--- config.mk ---
export PLATFORM = sky130hd
export DESIGN_NAME = extbus_bridge
export DESIGN_NICKNAME = d
export VERILOG_FILES = /design/src/rtl/extbus_pkg.sv /design/src/rtl/extbus_decode.sv /design/src/rtl/extbus_timing.sv /design/src/rtl/extbus_seq.sv /design/src/rtl/extbus_bridge.sv
export SDC_FILE = /design/constraint.sdc
export NUM_CORES = 1
export LEC_CHECK = 0
export BUFFER_PORTS_ARGS = -buffer_cell sky130_fd_sc_hd__clkbuf_2
export CAP_MARGIN = 10
export CORE_MARGIN = 2
export CORE_UTILIZATION = 40
export DETAILED_ROUTE_END_ITERATION = 10
export PLACE_DENSITY_LB_ADDON = 0.3
export SETUP_SLACK_MARGIN = 0.4
export SLEW_MARGIN = 30
export SYNTH_ARGS = -nofsm -noshare
export SYNTH_HDL_FRONTEND = slang
export SYNTH_HIERARCHICAL = 1
export SYNTH_SLANG_ARGS = --single-unit
export TNS_END_PERCENT = 20
--- constraint.sdc ---
create_clock -name clk -period 2.5 [get_ports clk]
set_input_delay 0.125 -clock clk [delete_from_list [all_inputs] [get_ports clk]]
set_output_delay 0.125 -clock clk [all_outputs]
set_load 0.01 [all_outputs]
--- src/rtl/extbus_pkg.sv ---
package extbus_pkg;

    // Phase of the external access sequencer.
    typedef enum logic [2:0] {
        PH_IDLE,
        PH_SETUP,
        PH_STROBE,
        PH_HOLD,
        PH_INREG,
        PH_ACK
    } phase_e;

    // Round a time in nanoseconds up to whole clock cycles, never below one.
    function automatic int ns_to_cycles(input int ns, input int clk_ns);
        int c;
        c = (ns + clk_ns - 1) / clk_ns;
        if (c < 1) begin
            c = 1;
        end
        return c;
    endfunction

endpackage

--- src/rtl/extbus_decode.sv ---
module extbus_decode #(
    parameter int SEL_W   = 2,
    parameter int NUM_DEV = 2,
    parameter int DEV_W   = 1
) (
    input  logic [SEL_W-1:0] sel,
    output logic             hit,
    output logic [DEV_W-1:0] idx
);

    // A select value names a device when it is below the device count.
    always_comb begin
        hit = (int'(sel) < NUM_DEV);
        idx = DEV_W'(sel);
    end

endmodule

--- src/rtl/extbus_timing.sv ---
module extbus_timing #(
    parameter int                    NUM_DEV  = 2,
    parameter int                    DEV_W    = 1,
    parameter int                    CNT_W    = 8,
    parameter int                    CLK_NS   = 8,
    parameter logic [NUM_DEV*16-1:0] SETUP_NS = '0,
    parameter logic [NUM_DEV*16-1:0] WAIT_NS  = '0,
    parameter logic [NUM_DEV*16-1:0] HOLD_NS  = '0
) (
    input  logic [DEV_W-1:0] idx,
    output logic [CNT_W-1:0] setup_m1,
    output logic [CNT_W-1:0] wait_m1,
    output logic [CNT_W-1:0] hold_m1
);

    logic [CNT_W-1:0] setup_tbl [NUM_DEV];
    logic [CNT_W-1:0] wait_tbl  [NUM_DEV];
    logic [CNT_W-1:0] hold_tbl  [NUM_DEV];

    // One entry per device, each phase stored as cycle count minus one.
    for (genvar g = 0; g < NUM_DEV; g++) begin : g_dev
        localparam int SC = extbus_pkg::ns_to_cycles(int'(SETUP_NS[g*16 +: 16]), CLK_NS);
        localparam int WC = extbus_pkg::ns_to_cycles(int'(WAIT_NS[g*16 +: 16]), CLK_NS);
        localparam int HC = extbus_pkg::ns_to_cycles(int'(HOLD_NS[g*16 +: 16]), CLK_NS);
        assign setup_tbl[g] = CNT_W'(SC - 1);
        assign wait_tbl[g]  = CNT_W'(WC - 1);
        assign hold_tbl[g]  = CNT_W'(HC - 1);
    end

    always_comb begin
        setup_m1 = '0;
        wait_m1  = '0;
        hold_m1  = '0;
        if (int'(idx) < NUM_DEV) begin
            setup_m1 = setup_tbl[idx];
            wait_m1  = wait_tbl[idx];
            hold_m1  = hold_tbl[idx];
        end
    end

endmodule

--- src/rtl/extbus_seq.sv ---
module extbus_seq #(
    parameter int NUM_DEV = 2,
    parameter int DEV_W   = 1,
    parameter int ADDR_W  = 24,
    parameter int DATA_W  = 32,
    parameter int BE_W    = 4,
    parameter int CNT_W   = 8,
    parameter bit IN_REG  = 1'b1
) (
    input  logic               clk,
    input  logic               rst_n,
    input  logic               req_rd,
    input  logic               req_wr,
    input  logic [ADDR_W-1:0]  req_addr,
    input  logic [DATA_W-1:0]  req_wdata,
    input  logic [BE_W-1:0]    req_be,
    input  logic               dec_hit,
    input  logic [DEV_W-1:0]   dec_idx,
    input  logic [CNT_W-1:0]   setup_m1,
    input  logic [CNT_W-1:0]   wait_m1,
    input  logic [CNT_W-1:0]   hold_m1,
    output logic [DEV_W-1:0]   tim_idx,
    output logic               mst_wait,
    output logic [DATA_W-1:0]  mst_rdata,
    output logic [ADDR_W-1:0]  ext_addr,
    output logic [DATA_W-1:0]  ext_dout,
    output logic               ext_doe,
    input  logic [DATA_W-1:0]  ext_din,
    output logic [NUM_DEV-1:0] ext_cs_n,
    output logic               ext_rd_n,
    output logic               ext_wr_n,
    output logic [BE_W-1:0]    ext_be_n
);
    import extbus_pkg::*;

    typedef struct packed {
        phase_e             ph;
        logic [CNT_W-1:0]   cnt;
        logic [DEV_W-1:0]   dev;
        logic               is_wr;
        logic               cap;
        logic [ADDR_W-1:0]  addr;
        logic [DATA_W-1:0]  dout;
        logic [BE_W-1:0]    be_n;
        logic [NUM_DEV-1:0] cs_n;
        logic               rd_n;
        logic               wr_n;
        logic               oe;
        logic [DATA_W-1:0]  rdata;
    } seq_state_t;

    seq_state_t q, d;
    logic [DATA_W-1:0] din_q;
    logic req_any;
    logic strobe_end_rd;

    // Optional register on the returning data bus.
    if (IN_REG) begin : g_inreg
        always_ff @(posedge clk or negedge rst_n) begin
            if (!rst_n) begin
                din_q <= '0;
            end else begin
                din_q <= ext_din;
            end
        end
    end else begin : g_direct
        assign din_q = ext_din;
    end

    assign req_any = req_rd | req_wr;
    assign tim_idx = (q.ph == PH_IDLE) ? dec_idx : q.dev;

    always_comb begin
        d = q;
        strobe_end_rd = (q.ph == PH_STROBE) && (q.cnt == '0) && !q.is_wr;
        d.cap = strobe_end_rd;
        unique case (q.ph)
            PH_IDLE: begin
                if (req_any) begin
                    d.addr  = req_addr;
                    d.dout  = req_wdata;
                    d.be_n  = ~req_be;
                    d.is_wr = req_wr;
                    d.dev   = dec_idx;
                    if (dec_hit) begin
                        d.ph   = PH_SETUP;
                        d.cnt  = setup_m1;
                        d.cs_n = ~(NUM_DEV'(1) << dec_idx);
                        d.oe   = req_wr;
                    end else begin
                        d.ph = PH_ACK;
                        if (!req_wr) begin
                            d.rdata = '0;
                        end
                    end
                end
            end
            PH_SETUP: begin
                if (q.cnt == '0) begin
                    d.ph  = PH_STROBE;
                    d.cnt = wait_m1;
                    if (q.is_wr) begin
                        d.wr_n = 1'b0;
                    end else begin
                        d.rd_n = 1'b0;
                    end
                end else begin
                    d.cnt = q.cnt - 1'b1;
                end
            end
            PH_STROBE: begin
                if (q.cnt == '0) begin
                    d.ph   = PH_HOLD;
                    d.cnt  = hold_m1;
                    d.rd_n = 1'b1;
                    d.wr_n = 1'b1;
                end else begin
                    d.cnt = q.cnt - 1'b1;
                end
            end
            PH_HOLD: begin
                if (q.cnt == '0) begin
                    d.cs_n = '1;
                    d.oe   = 1'b0;
                    d.ph   = (IN_REG && !q.is_wr) ? PH_INREG : PH_ACK;
                end else begin
                    d.cnt = q.cnt - 1'b1;
                end
            end
            PH_INREG: d.ph = PH_ACK;
            PH_ACK:   d.ph = PH_IDLE;
            default:  d.ph = PH_IDLE;
        endcase
        // Capture read data: straight from the pins at the last strobe edge,
        // or one edge later from the input register.
        if (IN_REG ? q.cap : strobe_end_rd) begin
            d.rdata = din_q;
        end
    end

    always_ff @(posedge clk or negedge rst_n) begin
        if (!rst_n) begin
            q      <= '0;
            q.cs_n <= '1;
            q.rd_n <= 1'b1;
            q.wr_n <= 1'b1;
            q.be_n <= '1;
        end else begin
            q <= d;
        end
    end

    assign mst_wait  = req_any && (q.ph != PH_ACK);
    assign mst_rdata = q.rdata;
    assign ext_addr  = q.addr;
    assign ext_dout  = q.dout;
    assign ext_doe   = q.oe;
    assign ext_cs_n  = q.cs_n;
    assign ext_rd_n  = q.rd_n;
    assign ext_wr_n  = q.wr_n;
    assign ext_be_n  = q.be_n;


    cs_onehot_chk: assert property (@(posedge clk) disable iff (!rst_n)
        $onehot0(~q.cs_n));


    oe_no_read_chk: assert property (@(posedge clk) disable iff (!rst_n)
        q.oe |-> q.rd_n);


    strobe_in_cs_chk: assert property (@(posedge clk) disable iff (!rst_n)
        (!q.rd_n || !q.wr_n) |-> !(&q.cs_n));


    hold_after_rd_chk: assert property (@(posedge clk) disable iff (!rst_n)
        $rose(q.rd_n) |-> !(&q.cs_n));


    hold_after_wr_chk: assert property (@(posedge clk) disable iff (!rst_n)
        $rose(q.wr_n) |-> !(&q.cs_n));


    ack_bus_idle_chk: assert property (@(posedge clk) disable iff (!rst_n)
        (q.ph == PH_ACK) |-> (&q.cs_n && q.rd_n && q.wr_n && !q.oe));


    unmapped_skip_chk: assert property (@(posedge clk) disable iff (!rst_n)
        (q.ph == PH_IDLE && req_any && !dec_hit) |=> (q.ph == PH_ACK && &q.cs_n));

endmodule

--- src/rtl/extbus_bridge.sv ---
module extbus_bridge #(
    parameter int                    NUM_DEV  = 2,
    parameter int                    SEL_W    = 2,
    parameter int                    ADDR_W   = 24,
    parameter int                    DATA_W   = 32,
    parameter int                    CNT_W    = 8,
    parameter int                    CLK_NS   = 8,
    parameter bit                    IN_REG   = 1'b1,
    parameter logic [NUM_DEV*16-1:0] SETUP_NS = {16'd10, 16'd40},
    parameter logic [NUM_DEV*16-1:0] WAIT_NS  = {16'd20, 16'd160},
    parameter logic [NUM_DEV*16-1:0] HOLD_NS  = {16'd0,  16'd40},
    localparam int                   MST_AW   = ADDR_W + SEL_W,
    localparam int                   BE_W     = DATA_W / 8,
    localparam int                   DEV_W    = (NUM_DEV > 1) ? $clog2(NUM_DEV) : 1
) (
    input  logic               clk,
    input  logic               rst_n,
    input  logic [MST_AW-1:0]  mst_addr,
    input  logic               mst_read,
    input  logic               mst_write,
    input  logic [DATA_W-1:0]  mst_wdata,
    input  logic [BE_W-1:0]    mst_be,
    output logic [DATA_W-1:0]  mst_rdata,
    output logic               mst_wait,
    output logic [ADDR_W-1:0]  ext_addr,
    output logic [DATA_W-1:0]  ext_dout,
    output logic               ext_doe,
    input  logic [DATA_W-1:0]  ext_din,
    output logic [NUM_DEV-1:0] ext_cs_n,
    output logic               ext_rd_n,
    output logic               ext_wr_n,
    output logic [BE_W-1:0]    ext_be_n
);

    logic             dec_hit;
    logic [DEV_W-1:0] dec_idx;
    logic [DEV_W-1:0] tim_idx;
    logic [CNT_W-1:0] setup_m1;
    logic [CNT_W-1:0] wait_m1;
    logic [CNT_W-1:0] hold_m1;

    extbus_decode #(
        .SEL_W   (SEL_W),
        .NUM_DEV (NUM_DEV),
        .DEV_W   (DEV_W)
    ) decode_i (
        .sel (mst_addr[MST_AW-1 -: SEL_W]),
        .hit (dec_hit),
        .idx (dec_idx)
    );

    extbus_timing #(
        .NUM_DEV  (NUM_DEV),
        .DEV_W    (DEV_W),
        .CNT_W    (CNT_W),
        .CLK_NS   (CLK_NS),
        .SETUP_NS (SETUP_NS),
        .WAIT_NS  (WAIT_NS),
        .HOLD_NS  (HOLD_NS)
    ) timing_i (
        .idx      (tim_idx),
        .setup_m1 (setup_m1),
        .wait_m1  (wait_m1),
        .hold_m1  (hold_m1)
    );

    extbus_seq #(
        .NUM_DEV (NUM_DEV),
        .DEV_W   (DEV_W),
        .ADDR_W  (ADDR_W),
        .DATA_W  (DATA_W),
        .BE_W    (BE_W),
        .CNT_W   (CNT_W),
        .IN_REG  (IN_REG)
    ) seq_i (
        .clk       (clk),
        .rst_n     (rst_n),
        .req_rd    (mst_read),
        .req_wr    (mst_write),
        .req_addr  (mst_addr[ADDR_W-1:0]),
        .req_wdata (mst_wdata),
        .req_be    (mst_be),
        .dec_hit   (dec_hit),
        .dec_idx   (dec_idx),
        .setup_m1  (setup_m1),
        .wait_m1   (wait_m1),
        .hold_m1   (hold_m1),
        .tim_idx   (tim_idx),
        .mst_wait  (mst_wait),
        .mst_rdata (mst_rdata),
        .ext_addr  (ext_addr),
        .ext_dout  (ext_dout),
        .ext_doe   (ext_doe),
        .ext_din   (ext_din),
        .ext_cs_n  (ext_cs_n),
        .ext_rd_n  (ext_rd_n),
        .ext_wr_n  (ext_wr_n),
        .ext_be_n  (ext_be_n)
    );


    addr_hold_chk: assert property (@(posedge clk) disable iff (!rst_n)
        (!(&ext_cs_n) && $past(!(&ext_cs_n))) |-> $stable(ext_addr));


    be_hold_chk: assert property (@(posedge clk) disable iff (!rst_n)
        (!(&ext_cs_n) && $past(!(&ext_cs_n))) |-> $stable(ext_be_n));

endmodule

* After elaboration in Yosys (flattened, before gate mapping) *
Index checks and enable logic that the tools add are counted.
W data, S select, Z words.

storage, ports and cells
  output and inout bits = 98
  bits in registers = 143
  input bits = 98

cells by class
  add/sub/neg operators = 1
  magnitude comparators = 2
  equality and inequality tests = 15
  shift operators = 1
  reductions and logical operators = 18
  bitwise gates (word level) = 4
  multiplexer cells = 38

operator list
  operator               number
  $mux W32               4
  $mux W8                10
  $mux W33               1
  $pmux W8 S4            1
  $reduce_and A4 Y1      6
  $mux W3                6
  $pmux W3 S5            1
  $mux W13               1
  $ne A2 B1 Y1 const B   6
  $logic_not A8 Y1       1
  $mux W2                4
  $ne A2 B2 Y1 const B   4
  $pmux W2 S2            2
  $reduce_bool A2 Y1     4
  $sub A8 B1 Y8 const B  1
  $eq A3 B2 Y1 const B   2
  $mux W1                6
  $mux W5                1
  $not A4 Y4             1
  $reduce_bool A4 Y1     1
  $eq A3 B1 Y1 const B   1
  $eq A3 B3 Y1 const B   1
  $logic_and A1 B1 Y1    3
  $logic_not A3 Y1       1
  10 further kinds       10

* Longest topological paths before layout *
Gate-level depths: netlist (run 1).

  word-level depth = 9
  gate-level depth with buffers = 9

* Modules after synthesis *
The synthesis (run 1) kept the hierarchy.

modules (own cells, without submodules)
  module         area an instance (um^2)  cells an instance  times used
  extbus_seq     6237.2                   611                1
  extbus_timing  183.9                    26                 1
  extbus_decode  11.3                     2                  1

* Worst setup path before layout (run 1) *
OpenSTA, ideal clock, no wires.

  kind = register to register
  start point = register seq_i/q[100] (netlist bit)
  end point = register seq_i/q[106] (netlist bit)
  stages on the path, launching flop included = 9
  data arrival time = 2032 ps
  path buffers = 1
  path slack = 350 ps
  setup time = 118 ps
  cell sequence = dfrtp_1 -> inv_1 -> ha_1 -> or3b_1 -> buf_2 -> or3_2 -> a221oi_1 -> a211oi_1 -> a21o_1

between the ends
  cells in the longest elaborated chain, start to end = 3

RTL lines
  item                                                      RTL line           source
  start, declared                                           extbus_seq.sv:52   seq_state_t q, d;
  $sub A8 B1 Y8 / $logic_not A8 Y1 (equally long branches)  -
  $mux W8 (tied with other cells)                           extbus_seq.sv:122  if (q.cnt == '0) begin
  $pmux W8 S4 / $reduce_and A4 Y1 (equally long branches)   -

Several ways; a longest one is shown, not always the timed one. The select of a mux whose other input is x is not followed.
A chain may end at the register's enable or synchronous reset.

* Worst setup path after layout (run 1) *
  start point = register seq_i/q[107] (netlist bit)
  end point = register seq_i/q[107] (netlist bit)

Same word-level chain as after synthesis.

==> impl_metrics.toml, run 1 <==
[finish]
synthToLayoutAreaGrowth_pct = 34.4
n_antenna_cell = 0
final_core_util_pct = 54.6
fin_area_um2 = 8640
nets = 940
drive_gt1_share_pct = 34.5

[logic_synthesis]
netlist_area_um2 = 6430
yosysTopAreaCell = "dfrtp_1"
yosysMostFrequentCell = "nand2_1"
synth_common_cells = "nand2_1 (187), dfrtp_1 (135), buf_4 (118)"
syn_inst = 639
synth_edf_count = 0
yosys-top-cells-area = "dfrtp_1 (53%), buf_4 (14%), nand2_1 (11%)"
yosys_warnings = 6
syn_area_per_cell_um2 = 10.1
synth_top_area_share_pct = 52.5
async_reset_ff_share_pct = 100
ys_seq_area_share_pct = 55.8
synth_top_flop_cell = "dfrtp_1"
synth_seq_cells = 143
ys_types = 58

[setup_path]
crit_fanout = 8
critical_path_arrival_ns = 2.42
cp_slowest_stage_delay_ns = 0.64
cpMaxStageDelayCell = "or4_4"
crit_start = "seq_i/q[107]$_DFFE_PN0P_"
path_delay_family = "simple AND/OR/NAND/NOR gates"
critPathRequiredTime_ns = 2.81
end_kind = "flip-flop"
cp-start-kind = "flip-flop"
path_buf_inv = 1
path_class = "flip-flop to flip-flop"
crit_chain = "or4_4 > nor4_4 > buf_4 > or2_4 > nor2_1 > a22o_1"
rr_startpoint = "seq_i/q[107]$_DFFE_PN0P_"

[timing]
report.final.slew_viol_count = 0
rsz0062_at_grt = "yes"
skew_ns = 0.00825
finalSetupViolations = 0
finalCritPeriodShare_pct = 84.3
relSlewSlack_pct = 47.2
clock.fmax_mhz = 475
worst_pin_slew_ns = 0.786
fin_crit_ns = 2.11
hold_viol = 0
finalSetupTns_ns = 0

[detailed_routing]
wirelength_um = 16700
firstDrtPassIters = 5
met3WireLength_um = 953
via_per_inst = 4.73
ant_nets = 0
post_drt_wl_per_cell_um = 15.6
drt_iter0_drc = 445
drcViolationCount = 0
wl_met2_um = 8800
routed-via-count = 5066
highest_layer = "met4"
wl_met1_um = 6670

[placement]
place_hpwl_um = 10200
place_congestion = 0.882
postPlaceCellArea_um2 = 6860
portBuffers = 195

[job]
maxCapViolCount = 0

[pwr]
ir_drop_mv = 0.592
seqPwrFrac_pct = 35.3
power.leakage_nw = 4.44
power_density_nw_per_um2 = 1120
netSwitchingPower_mw = 3.50
clkPwrFrac_pct = 29.1
intPower_mw = 6.19
p_sw_share_pct = 36.2
combPwrFrac_pct = 35.7

[floorplan]
initial_core_util_pct = 40.6
ios = 196
die_area_um2 = 17100
die_h_um = 131
num_rows = 46
die_width_um = 131
core_um2 = 15800

[clock_tree]
cts_tree = "built"
htree_levels = 4
clockRootBuffer = "clkbuf_16"
clock_latency_ns = 0.43
cts_buffers = 17
clockBufferDepth = 2
clk_pin_slew_ns = 0.06
cts_num_sinks = 143

[hold_path]
hold_class = "input port to flip-flop"
hp-start = "mst_read"

[global_routing]
grt_max_degree = 69
grt_pass1_vias = 5149
grt_overflow_total = 0
antenna_found_initial = 0
grt_use_total_pct = 19.2
grt_pass1_wl_um = 25400

[outcome]
status = "complete, no violations"
==> routing by layer <==
metal | vias up | track usage [%]
li1 | 2385 | -
met1 | 2492 | 21.8
met2 | 169 | 33.8
met3 | 20 | 6.23
met4 | 0 | 6.76
met5 | - | 0
==> cell usage in the layout (no fill, tap or decap), types with 2 or more instances in the layout <==
master | Yosys | final
dfrtp_2 | 0 | 3
o31ai_1 | 4 | 3
inv_6 | 0 | 5
inv_2 | 0 | 2
bufinv_16 | 0 | 4
dfrtp_1 | 135 | 132
buf_12 | 0 | 2
a221oi_1 | 4 | 3
clkinv_4 | 0 | 2
a22o_1 | 35 | 35
nand2b_1 | 2 | 2
clkbuf_2 | 0 | 194
dlygate4sd3_1 | 0 | 94
a21oi_1 | 19 | 18
conb_1 | 2 | 19
nor2_1 | 15 | 14
nor3_2 | 1 | 4
clkbuf_8 | 0 | 3
inv_1 | 10 | 8
o211ai_1 | 2 | 2
dfstp_2 | 8 | 8
clkbuf_16 | 0 | 17
nand2_1 | 187 | 186
nor4_1 | 3 | 3
nor2_4 | 1 | 2
nand4_1 | 2 | 2
o21ai_0 | 12 | 10
mux2_2 | 2 | 2
o41ai_1 | 4 | 3
o21ai_1 | 1 | 3
buf_4 | 118 | 24
nand3_1 | 2 | 2
or4_4 | 0 | 2
==> area by class of cell <==
type / instances / area (um2)
Clock inverter: 12 / 193
Sequential cell: 143 / 3590
Tap cell: 216 / 270
Timing Repair Buffer: 315 / 2140
Fill cell: 1300 / 7190
Clock buffer: 20 / 467
Inverter: 10 / 37.5
Multi-Input combinational cell: 354 / 1940
==> sequential cells by signal (all words and copies together), names as in the netlist <==
name,cells
seq_i/ext_dout,32
seq_i/ext_doe,1
seq_i/ext_cs_n,2
seq_i/ext_be_n,4
seq_i/ext_rd_n,1
seq_i/din_q,32
seq_i/ext_addr,24
seq_i/q,14
seq_i/ext_wr_n,1
seq_i/mst_rdata,32
==> final timing paths <==
path	endpoint	slack (ns)	cells after the start
worst max-delay path	seq_i/q[107]$_DFFE_PN0P_	0.39	6
worst min-delay path	seq_i/q[98]$_DFFE_PN0P_	0.01	3
worst max register to register	seq_i/q[107]$_DFFE_PN0P_	0.39	6
worst min register to register	seq_i/ext_cs_n[0]$_DFFE_PN1P_	0.46	2
max in group asynchronous	seq_i/ext_cs_n[0]$_DFFE_PN1P_	1.42	3
min in group asynchronous	seq_i/ext_dout[10]$_DFFE_PN0P_	0.21	2
==> tightest hold or removal path: cells and delay by family <==
kind,cells,cell delay (ns)
and+or+nand+nor,1,0.06
buffers and inverters,1,0.11
AOI/OAI and AO/OA,1,0.10
==> power groups by stage <==
stage | clock, mW | sequential, mW | combinational [mW]
2_1_floorplan | 0 | 3.30 | 2.74
3_3_place_gp | 0 | 3.38 | 2.96
3_5_place_dp | 0 | 3.42 | 3.06
4_1_cts | 2.88 | 3.39 | 3.29
5_1_grt | 3.00 | 3.50 | 3.80
6_report | 2.82 | 3.42 | 3.46
==> timing repair <==
action                                  4_1_cts  5_1_grt
endpoints found under the setup margin        8        9
cloned                                        0        0
endpoints found under the hold margin       141        0
setup buffers                                 7        6
pin swaps                                     3        8
resized for setup                             4       18
hold buffers                                 94        0
==> through the flow <==
| step | hold WS [ns] | setup slack (ns) | power, mW | cells |
|---|---|---|---|---|
| 6_report | 0.0102 | 0.393 | 9.69 | 1070 |
| 5_1_grt | 0.0373 | 0.334 | 10.3 | 1070 |
| 4_1_cts | 0.000944 | 0.334 | 9.55 | 1064 |
| 3_5_place_dp | 0.0974 | 0.143 | 6.47 | 931 |
| 3_3_place_gp | 0.0900 | 0.266 | 6.34 | 931 |
| 2_1_floorplan | -0.171 | 0.410 | 6.04 | 656 |
==> kinds of logic after synthesis <==
group / share of synthesized area (%)
flops: 55.8
fa+ha+maj: 0.194
buf+inv: 16.6
mux: 0.506
other cells: 0.117
compound gates: 11.6
xor+xnor: 0.136
simple gates: 15.1
(Power assumes the default switching activity.)
==> run 2: changes to the inputs <==
clock period = 1.9 ns   (was 2.5 ns; I/O delays follow)
==> run 2 against run 1 <==
  * The run now ends with negative setup slack left
  * Die area unchanged
  * Hold slack better by 0.032 ns
  * Sequential share of layout area is 2.8 points lower
  * Register-to-register slack lost 0.53 ns
  * Power grew 38%
  * Routed wire length rose by 4.7%
  * Critical path depth unchanged
  * Critical path type unchanged
  * Critical endpoint unchanged
==> impl_metrics.toml, run 2 (synthesis gave the netlist of run 1 again) <==
[finish]
n_antenna_cell = 0
fin_area_um2 = 9260
nets = 986
layout_common_cells = "clkbuf_2 (194), nand2_1 (170), dfrtp_1 (133)"
fillers = 1264
regArea_um2 = 3590
multi_input_area_um2 = 2160
final_common_cell = "clkbuf_2"
final_cells = 1116
synthToLayoutAreaGrowth_pct = 43.9
drive_gt1_share_pct = 41.4

[setup_path]
critPathRequiredTime_ns = 2.24
cp-start-kind = "flip-flop"
end_kind = "flip-flop"
path_class = "flip-flop to flip-flop"
crit_fanout = 2
rr_startpoint = "seq_i/q[100]$_DFFE_PN0P_"
critical_path_arrival_ns = 2.38
crit_start = "seq_i/q[100]$_DFFE_PN0P_"

[detailed_routing]
routed-via-count = 5286
via_per_inst = 4.74
drt_iter0_drc = 297
firstDrtPassIters = 4
post_drt_wl_per_cell_um = 15.6
wirelength_um = 17400
drcViolationCount = 0
ant_nets = 0

[clock_tree]
cts_tree = "built"
htree_levels = 4
clockBufferDepth = 2
cts_buffers = 17
cts_num_sinks = 143
clockRootBuffer = "clkbuf_16"
clock_latency_ns = 0.41
clk_pin_slew_ns = 0.06

[placement]
place_congestion = 0.899
postPlaceCellArea_um2 = 7210
dp.cells = 969
portBuffers = 195
place_hpwl_um = 10800

[timing]
fin_crit_ns = 2.04
clock.fmax_mhz = 491
finalCritPeriodShare_pct = 107
report.final.slew_viol_count = 0
skew_ns = 0.0102
hold_viol = 0
worst_hold_slack_ns = 0.0420
setup_slack_ns = -0.138
rsz0062_at_grt = "yes"
worst_pin_slew_ns = 0.606
relSlewSlack_pct = 59.3
finalSetupViolations = 6

[global_routing]
grt_util_met1_pct = 22.0
grt_overflow_total = 0
grt_use_total_pct = 19.6
grt_pass1_wl_um = 25800
antenna_found_initial = 0
grtUsageMet2_pct = 35.9
met3_usage_pct = 4.32
grt_pass1_vias = 5227
grt_most_used_layer = "met2"
grt_max_degree = 50

[floorplan]
die_h_um = 131
die_width_um = 131
die_area_um2 = 17100
ios = 196
initial_core_util_pct = 40.6
core_um2 = 15800
num_rows = 46

[hold_path]
hp-start = "mst_write"
hold_class = "input port to flip-flop"

[pwr]
ir_drop_mv = 0.777
power.leakage_nw = 4.75
power_density_nw_per_um2 = 1440

[outcome]
status = "complete, but fails checks"
violations = "negative setup slack"

[job]
maxCapViolCount = 0
-- run 2: timing repair --
action / in CTS / in global routing
buffers inserted: 9 / 7
resized for setup: 47 / 36
pin swaps: 53 / 28
endpoints found under the hold margin: 142 / 0
gates cloned: 2 / 2
hold buffers: 95 / 0
setup endpoints to repair: 107 / 111
-- run 2: report_power, final --
| group | internal, mW | switching, mW |
|---|---|---|
| Combinational | 2.69 | 3.14 |
| Sequential | 3.94 | 0.517 |
| Clock | 1.71 | 1.35 |
| Total | 8.34 | 5.01 |
-- run 2: per-layer routing --
metal / vias up / wire length (um)
li1: 2492 / -
met1: 2620 / 6910
met2: 134 / 9420
met3: 40 / 687
met4: 0 / 421
met5: - / 0
-- run 2: worst max-delay path: stages, from the launching register on --
cell	delay, ns
dfrtp_1	0.40
buf_6	0.12
or4_4	0.49
or3_4	0.34
or2_0	0.21
o31ai_1	0.22
a22o_1	0.18
-- run 2: final cells by class --
class	count	share of cell area, %
Clock inverter	15	1.34
Timing Repair Buffer	360	28.7
Multi-Input combinational cell	355	23.3
Tap cell	216	2.92
Sequential cell	143	38.8
Inverter	10	0.405
Clock buffer	17	4.59
-- run 2: path summary, 6_finish.rpt --
path	cells after the start	to	slack, ns
max	6	seq_i/q[107]$_DFFE_PN0P_	-0.14
min	3	seq_i/q[98]$_DFFE_PN0P_	0.04
max reg2reg	6	seq_i/q[107]$_DFFE_PN0P_	-0.14
min reg2reg	2	seq_i/ext_cs_n[1]$_DFFE_PN1P_	0.47
max in group asynchronous	3	seq_i/ext_be_n[0]$_DFFE_PN1P_	1.05
min in group asynchronous	2	seq_i/q[101]$_DFFE_PN0P_	0.19
-- run 2: metrics by stage --
step / setup slack (ns) / setup TNS [ns] / utilization (%) / total power [mW]
2_1_floorplan: -0.0768 / -0.221 / - / 8.04
3_3_place_gp: -0.142 / -0.706 / 45.5 / 8.97
3_5_place_dp: -0.214 / -1.28 / 45.5 / 9.15
4_1_cts: -0.110 / -0.409 / 56.9 / 12.9
5_1_grt: -0.188 / -1.00 / 58.5 / 14.2
6_report: -0.138 / -0.472 / 58.5 / 13.4
==> run 3: changes to the inputs <==
ABC_AREA = 1   (was not set)
SYNTH_HIERARCHICAL = not set   (was 1)
==> run 3 against run 2 <==
  * The flow now finishes without violations
  * Clock-buffer cell count rose by 1
  * Cell count fell by 0.90%
  * Hold slack worse by 0.030 ns
  * Die area shrank 3.8%
  * Sequential share of layout area up 2.4 points
  * Critical endpoint is now seq_i.q[102]$_DFFE_PN0P_
==> impl_metrics.toml, run 3 <==
[outcome]
status = "complete, no violations"

[logic_synthesis]
syn_area_per_cell_um2 = 9.09
ys_seq_area_share_pct = 58.1
ys_types = 32
synth_compound_area_share_pct = 5.57
yosysMostFrequentCell = "nand2_1"
async_reset_ff_share_pct = 100
yosysTopAreaCell = "dfrtp_1"
yosys-top-cells-area = "dfrtp_1 (55%), nand2_1 (15%), buf_4 (11%)"
syn_inst = 680
syn_nets = 779
synth_edf_count = 0
synth_top_flop_cell = "dfrtp_1"
synth_top_family_by_area = "simple AND/OR/NAND/NOR gates"
synth_top_area_share_pct = 54.7
synth-simple-area-share_pct = 19.3
synth_common_cells = "nand2_1 (247), dfrtp_1 (135), buf_4 (94)"
synth.area.mux_share_pct = 0
netlist_area_um2 = 6180
synth_seq_cells = 143
synth-adder-area-share_pct = 0.202
yosys_warnings = 0
synth_xor_area_share_pct = 0.283

[finish]
layout_common_cells = "nand2_1 (239), clkbuf_2 (194), dfrtp_1 (133)"
synthToLayoutAreaGrowth_pct = 41.1
nets = 1004
final_common_cell = "nand2_1"
n_antenna_cell = 0
drive_gt1_share_pct = 34.2
final_core_util_pct = 57.6

[floorplan]
core_um2 = 15100
die_h_um = 128
initial_core_util_pct = 40.8
ios = 196
die_area_um2 = 16500
num_rows = 45
die_width_um = 128

[setup_path]
cp-start-kind = "flip-flop"
critPathRequiredTime_ns = 2.20
critical_path_arrival_ns = 1.89
worst_r2r_path_depth = 10
end_kind = "flip-flop"
r2r_end = "seq_i.q[102]$_DFFE_PN0P_"
r2r_slack_ns = 0.31
path_class = "flip-flop to flip-flop"
crit_fanout = 6
rr_startpoint = "seq_i.q[100]$_DFFE_PN0P_"
crit_start = "seq_i.q[100]$_DFFE_PN0P_"
crit_path_end = "seq_i.q[102]$_DFFE_PN0P_"

[pwr]
power_density_nw_per_um2 = 813
ir_drop_mv = 0.586
power.leakage_nw = 4.59

[clock_tree]
cts_num_sinks = 143
clockRootBuffer = "clkbuf_16"
cts_tree = "built"
cts_buffers = 17
clockBufferDepth = 2
htree_levels = 4
clock_latency_ns = 0.42
clk_pin_slew_ns = 0.06

[timing]
finalSetupViolations = 0
hold_viol = 0
finalSetupTns_ns = 0
worst_pin_slew_ns = 0.391
skew_ns = 0.00832
clock.fmax_mhz = 628
relSlewSlack_pct = 73.8
report.final.slew_viol_count = 0
fin_crit_ns = 1.59
finalCritPeriodShare_pct = 83.7
rsz0062_at_grt = "yes"

[detailed_routing]
post_drt_wl_per_cell_um = 14.0
drcViolationCount = 0
ant_nets = 0
via_per_inst = 4.53
firstDrtPassIters = 5
wirelength_um = 15500
drt_iter0_drc = 296
routed-via-count = 5008

[global_routing]
grt_pass1_vias = 4889
grt_overflow_total = 0
grt_max_degree = 69
antenna_found_initial = 0
grt_use_total_pct = 18.3
grt_pass1_wl_um = 23700

[placement]
portBuffers = 195
place_hpwl_um = 8990
place_congestion = 0.834

[hold_path]
hold_class = "input port to flip-flop"

[job]
maxCapViolCount = 0
## run 3: cell count changes after synthesis, sizes merged, moves of 13 or more
cell	previous run	this run
a22o	36	0
clkbuf	23	10
nand2	187	248
a21oi	19	2
o21ai	13	58
buf	126	105
inv	10	60
## run 3: how the worst min path moves through the flow
stage	startpoint	to	slack [ns]	depth (start not counted)
2_1_floorplan	rst_n	seq_i.din_q[0]$_DFF_PN0_	-0.20	0
3_3_place_gp	rst_n	seq_i.mst_rdata[24]$_DFFE_PN0P_	0.02	1
3_5_place_dp	rst_n	seq_i.din_q[23]$_DFF_PN0_	0.02	1
4_1_cts	mst_write	seq_i.ext_doe$_DFFE_PN0P_	0.0005	3
5_1_grt	mst_write	seq_i.q[98]$_DFFE_PN0P_	0.03	3
6_report	mst_write	seq_i.q[98]$_DFFE_PN0P_	0.01	3
## run 3: cell type report
class	instances	area, um2
clock buffer	18	439
clock inverter	14	158
fill	1261	6420
inverter	60	228
multi-input combinational	362	1750
sequential	143	3590
tap	188	235
timing repair buffer	321	2320
## run 3: power by group
part	total, mW	internal (mW)	switching [mW]
logic	0.548	0.294	0.254
registers	3.23	3.17	0.0581
clock network	3.31	1.99	1.33
total	7.09	5.45	1.64
## run 3: what timing repair did
action,4_1_cts,5_1_grt
resized for setup,26,35
setup endpoints to repair,49,53
hold buffers,94,0
cloned,2,2
pin swaps,6,14
hold endpoints to repair,231,0
setup buffers,13,4
## run 3: logic make-up (layout without fill, tap and decap cells)
logic type | Yosys count | count (layout)
XOR/XNOR | 2 | 2
adder cells (fa/ha/maj) | 1 | 1
AO/OA/AOI/OAI | 64 | 64
buffers and inverters | 175 | 413
flip-flops | 143 | 143
AND/OR/NAND/NOR | 295 | 295
## run 3: through the flow
stage / hold slack [ns] / setup slack [ns] / cells / area, um2 / power, mW
after floorplan: -0.201 / 0.373 / 680 / 6190 / 3.49
after global placement: 0.0230 / 0.254 / 959 / 6740 / 3.66
after detailed placement: 0.0226 / 0.223 / 959 / 6740 / 3.67
after CTS: 0.000479 / 0.318 / 1100 / 8530 / 7.15
after global routing: 0.0262 / 0.244 / 1106 / 8720 / 7.37
final: 0.0116 / 0.309 / 1106 / 8720 / 7.09
## run 3: worst max-delay path, cell delays in order, from the launching register on
cell     delay (ns)
dfrtp_1        0.40
inv_2          0.09
ha_4           0.16
nand2_4        0.08
nor2_4         0.23
buf_6          0.15
nand2_4        0.06
nand2_2        0.08
o21ai_1        0.06
nor2_1         0.12
nor2_1         0.05
## run 3: routing by layer
layer	global-route usage (%)	wire length [um]	up-vias
li1	-	-	2444
met1	23.5	6690	2368
met2	30.0	7670	177
met3	4.80	888	19
met4	6.98	226	0
met5	0	0	-
